File: src/rtl/acs_pkg.sv
package acs_pkg;

  typedef enum logic [1:0] {
    SCL_NONE = 2'b00,
    SCL_DOWN = 2'b01,
    SCL_UP   = 2'b10,
    SCL_RSVD = 2'b11
  } scale_e;

  // Offset of the selected window relative to the unscaled window.
  function automatic int win_delta(scale_e m);
    case (m)
      SCL_DOWN: win_delta = 1;
      SCL_UP:   win_delta = -1;
      default:  win_delta = 0;
    endcase
  endfunction

endpackage

File: src/rtl/acs_window.sv
module acs_window
  import acs_pkg::*;
#(
  parameter int ACC_W = 56,
  parameter int EXT_W = 8,
  parameter int BUS_W = 24
) (
  input  logic [ACC_W-1:0] acc,
  input  scale_e           mode,
  output logic [BUS_W-1:0] word,
  output logic             out_of_range
);
  localparam int BASE = ACC_W - EXT_W - BUS_W;
  localparam logic [BUS_W-1:0] SAT_POS = {1'b0, {(BUS_W-1){1'b1}}};
  localparam logic [BUS_W-1:0] SAT_NEG = {1'b1, {(BUS_W-1){1'b0}}};

  int                      lo;
  logic signed [ACC_W-1:0] acc_s;
  logic signed [ACC_W-1:0] guard;
  logic [BUS_W-1:0]        raw;

  always_comb begin
    lo    = BASE + win_delta(mode);
    acc_s = acc;
    // Guard bits: everything from the window sign bit upward.
    guard = acc_s >>> (lo + BUS_W - 1);
    raw   = acc[lo +: BUS_W];
    out_of_range = !((guard == '0) || (&guard));
    if (out_of_range)
      word = acc[ACC_W-1] ? SAT_NEG : SAT_POS;
    else
      word = raw;
  end
endmodule

File: src/rtl/acs_lane.sv
module acs_lane
  import acs_pkg::*;
#(
  parameter int ACC_W = 56,
  parameter int EXT_W = 8,
  parameter int BUS_W = 24
) (
  input  logic             clk,
  input  logic             rst,
  input  scale_e           mode,
  input  logic             rd,
  input  logic [ACC_W-1:0] acc,
  output logic [BUS_W-1:0] word_q,
  output logic             vld_q,
  output logic             evt_q,
  output logic             hit
);
  logic [BUS_W-1:0] word_d;
  logic             oor;

  acs_window #(.ACC_W(ACC_W), .EXT_W(EXT_W), .BUS_W(BUS_W)) u_win (
    .acc          (acc),
    .mode         (mode),
    .word         (word_d),
    .out_of_range (oor)
  );

  assign hit = rd & oor;

  always_ff @(posedge clk) begin
    if (rst) begin
      word_q <= '0;
      vld_q  <= 1'b0;
      evt_q  <= 1'b0;
    end else begin
      vld_q <= rd;
      evt_q <= hit;
      if (rd) word_q <= word_d;
    end
  end
endmodule

File: src/rtl/acs_sticky.sv
module acs_sticky #(
  parameter int NUM_LANES = 2
) (
  input  logic                 clk,
  input  logic                 rst,
  input  logic                 clr,
  input  logic [NUM_LANES-1:0] hits,
  output logic                 flag
);
  // A new hit outranks a clear on the same edge.
  always_ff @(posedge clk) begin
    if (rst)        flag <= 1'b0;
    else if (|hits) flag <= 1'b1;
    else if (clr)   flag <= 1'b0;
  end
endmodule

File: src/rtl/acc_rdscale_dual.sv
module acc_rdscale_dual
  import acs_pkg::*;
#(
  parameter int NUM_LANES = 2,
  parameter int ACC_W     = 56,
  parameter int EXT_W     = 8,
  parameter int BUS_W     = 24
) (
  input  logic                           clk,
  input  logic                           rst,
  input  logic [1:0]                     scale_mode,
  input  logic [NUM_LANES-1:0]           rd_en,
  input  logic [NUM_LANES*ACC_W-1:0]     acc_in,
  input  logic                           lim_clr,
  output logic [NUM_LANES*BUS_W-1:0]     bus_out,
  output logic [NUM_LANES-1:0]           bus_vld,
  output logic [NUM_LANES-1:0]           lim_evt,
  output logic                           lim_sticky
);
  scale_e               mode;
  logic [NUM_LANES-1:0] hits;

  assign mode = scale_e'(scale_mode);

  for (genvar i = 0; i < NUM_LANES; i++) begin : g_lane
    acs_lane #(.ACC_W(ACC_W), .EXT_W(EXT_W), .BUS_W(BUS_W)) u_lane (
      .clk    (clk),
      .rst    (rst),
      .mode   (mode),
      .rd     (rd_en[i]),
      .acc    (acc_in[i*ACC_W +: ACC_W]),
      .word_q (bus_out[i*BUS_W +: BUS_W]),
      .vld_q  (bus_vld[i]),
      .evt_q  (lim_evt[i]),
      .hit    (hits[i])
    );
  end

  acs_sticky #(.NUM_LANES(NUM_LANES)) u_sticky (
    .clk  (clk),
    .rst  (rst),
    .clr  (lim_clr),
    .hits (hits),
    .flag (lim_sticky)
  );
endmodule

File: config.mk
export PLATFORM = sky130hd
export DESIGN_NAME = acc_rdscale_dual
export DESIGN_NICKNAME = d
export VERILOG_FILES = /design/src/rtl/acs_pkg.sv /design/src/rtl/acs_window.sv /design/src/rtl/acs_lane.sv /design/src/rtl/acs_sticky.sv /design/src/rtl/acc_rdscale_dual.sv
export SDC_FILE = /design/constraint.sdc
export NUM_CORES = 1
export LEC_CHECK = 0
export BUFFER_PORTS_ARGS = -buffer_cell sky130_fd_sc_hd__clkbuf_2
export CORE_MARGIN = 8
export CORE_UTILIZATION = 40
export CTS_BUF_LIST = sky130_fd_sc_hd__clkbuf_8 sky130_fd_sc_hd__clkbuf_16
export DETAILED_ROUTE_END_ITERATION = 10
export PLACE_DENSITY_LB_ADDON = 0.12
export SLEW_MARGIN = 20
export SYNTH_ARGS = -nofsm -noshare
export SYNTH_HDL_FRONTEND = slang
export SYNTH_HIERARCHICAL = 1
export SYNTH_SLANG_ARGS = --single-unit
File: constraint.sdc
create_clock -name clk -period 3.5 [get_ports clk]
set_input_delay 0.35 -clock clk [delete_from_list [all_inputs] [get_ports clk]]
set_output_delay 0.35 -clock clk [all_outputs]
set_load 0.05 [all_outputs]
==> run summary <==
CORE AREA = 0.0107 mm2
die footprint = 0.0145 mm2
maximum VDD drop = 0.000171 V
Syn-to-layout area delta = 16.2%
Slew HR = 41.3%
WL/cell = 16.6 um
synth unique cells = 42
Static Leakage = 2.36 nW
clock latency on the worst-skew pair = 310 ps
Final ANT Viol Nets = 0
layout cell share with drive strength beyond 1 = 32.0%
pin count of the biggest net entering global routing = 32
syn nets = 601
Post-Synth Adder-Cell Area = 1.72%
Compound-Gate Fraction of Synth Area = 11.8%
register area = 0.00106 mm2
# fillers = 1103
Inserted Clock Buffers = 5
YS warnings = 6
RSZ-0062 raised after global routing = no
synthesized cell area = 0.00437 mm2
most common cell after layout, fill and taps aside = clkbuf_2
top post-synthesis cells by area = dfxtp_1, mux2i_1, mux4_2
Fin Clk Skew = 0 ps
fmax = 0.374 GHz
Initial Utilization = 40.6%
DRC = 0
TritonRoute pass-1 iters = 4
flip-flop and latch count after synthesis = 53
vias per inst = 5.40
# port buffers = 127
critical path endpoint category = register
worst-case clock buffer depth = 2
postcts setup bufs = 0
TritonCTS clock tree = done
GRT Overall Usage = 16.5%
pre-CTS WS = 485 ps
Startpoint Class = input port
Hold Crit Depth = 3
CP arrival = 2890 ps
initial antenna violation count = 0
Seq/Total Area, Yosys = 24.3%
fin crit period = 2670 ps
fin worst setup slack = 826 ps
vias in the first global route = 3939
CTS resizes = 0
FFs w/ async S/R, synth = 0%
worst min-delay path category = input port to register
hold slack = 317 ps
Max-Cap Viols = 0
critical path class = input port to register
commonest cells after routing, fill and taps aside = clkbuf_2, mux2i_1, nor2_1
Required @ worst endpoint = 3710 ps
status = finished, final reports clean
largest family of logic cells by synthesized area = multiplexers
via count = 3864
worst slew pin tran = 881 ps
final worst path period share = 76.4%
clock transition at the registers of the reported paths = 110 ps
synthesized area per cell = 9.17 um2
H-tree Lvls = 2
Post-Synthesis Cells = 476
area leader, netlist = dfxtp_1
initial drt markers = 155
Max Slew Vio Count = 0
grt ovf = 0
Rows = 38
multi-input logic area = 0.00283 mm2
main flop type after synthesis = dfxtp_1
setup_tns = 0 ps
first-pass GRT wire length = 19900 um
nets = 699
Max FO, Critical Path = 29
ant diodes = 0
simple-gate share of the synthesized area = 13.8%
clk sinks = 53
hpwl dp = 8880 um
Reg2Reg Depth = 2
chip width = 120 um
Die H = 120 um
Root Driver = clkbuf_8
Post-synth EDFFs = 0
xor and xnor fraction of the mapped netlist area = 0%
Final setup viols = 0
IO Count = 172
Placer Congestion = 0.811
Cell Pwr Density = 356 mW/mm2
mux contribution to synthesized area = 37.2%
# hold bufs at CTS = 0
final wirelength = 11900 um
top cell type's share of synthesized area = 24.3%
Pwr Total = 1.81 mW
Final Hold Fails = 0
final timing paths:
| kind | start | endpoint | slack (ps) |
|---|---|---|---|
| setup reg to reg | g_lane[1].u_lane/word_q[21] | g_lane[1].u_lane/word_q[21] | 2860 |
| hold reg to reg | g_lane[1].u_lane/word_q[20] | g_lane[1].u_lane/word_q[20] | 500 |
| setup / recovery | scale_mode[0] | g_lane[1].u_lane/word_q[23] | 830 |
| hold / removal | lim_clr | u_sticky/flag | 320 |
registers in the layout (all words and copies together) (netlist names):
| name | cells |
|---|---|
| g_lane.u_lane/evt_q | 2 |
| g_lane.u_lane/vld_q | 2 |
| g_lane.u_lane/word_q | 48 |
| u_sticky/flag | 1 |
logic make-up (layout without fill, tap and decap cells):
kind of cell               count (synthesis)  count (layout)
muxes                                    128             128
and+or+nand+nor                          120             120
buffers and inverters                     94             193
AOI/OAI and AO/OA                         75              75
DFF                                       53              53
adders and majority gates                  6               6
critical path, stage by stage:
cell       delay (ps)
clkbuf_2          150
inv_1              60
ha_1              470
buf_4             430
inv_1             190
a211oi_1          460
a2111oi_4          90
buf_4             250
o22a_1            230
mux2i_1           140
nor2_1             50
routing by layer:
metal  part of all wire [%]  global-route usage, %  vias up
met5                      0                      0        -
met4                    1.2                   4.22        0
met3                    6.1                   4.48        9
met2                     46                   26.1       99
met1                     47                   21.8     1798
li1                       -                      -     1958
metrics by stage:
step	area (um2)	instances	util (%)
3_3_place_gp	4950	707	46.1
4_1_cts	5070	715	47.2
3_5_place_dp	4950	707	46.1
6_report	5070	715	47.2
2_1_floorplan	4370	476	-
5_1_grt	5070	715	47.2
synth_stat cells, drive strengths merged (3+ instances only):
library cell,number
mux2i,96
nor2,57
dfxtp,53
inv,48
o22ai,46
buf,31
mux4,27
nor4,24
clkbuf,15
nor2b,9
a21oi,8
ha,6
o21ai,6
mux2,5
nand2,5
nor3,5
and2,4
nor3b,4
a211oi,3
nand2b,3
power by group:
group | leakage, nW | switching [mW] | internal (mW)
Sequential | 0.439 | 0.0217 | 0.645
Clock | 0.0574 | 0.223 | 0.233
Combinational | 1.86 | 0.426 | 0.256
area by class of cell:
| type | instances | share of cell area, % |
|---|---|---|
| clock inverters | 2 | 0.740 |
| flip-flops and latches | 53 | 20.9 |
| multi-input cells | 329 | 55.7 |
| well taps | 140 | 3.45 |
| clock buffers | 6 | 1.63 |
| inverters | 48 | 3.55 |
| repair buffers | 137 | 14.0 |
No activity file was read; power rests on OpenSTA's default activity.
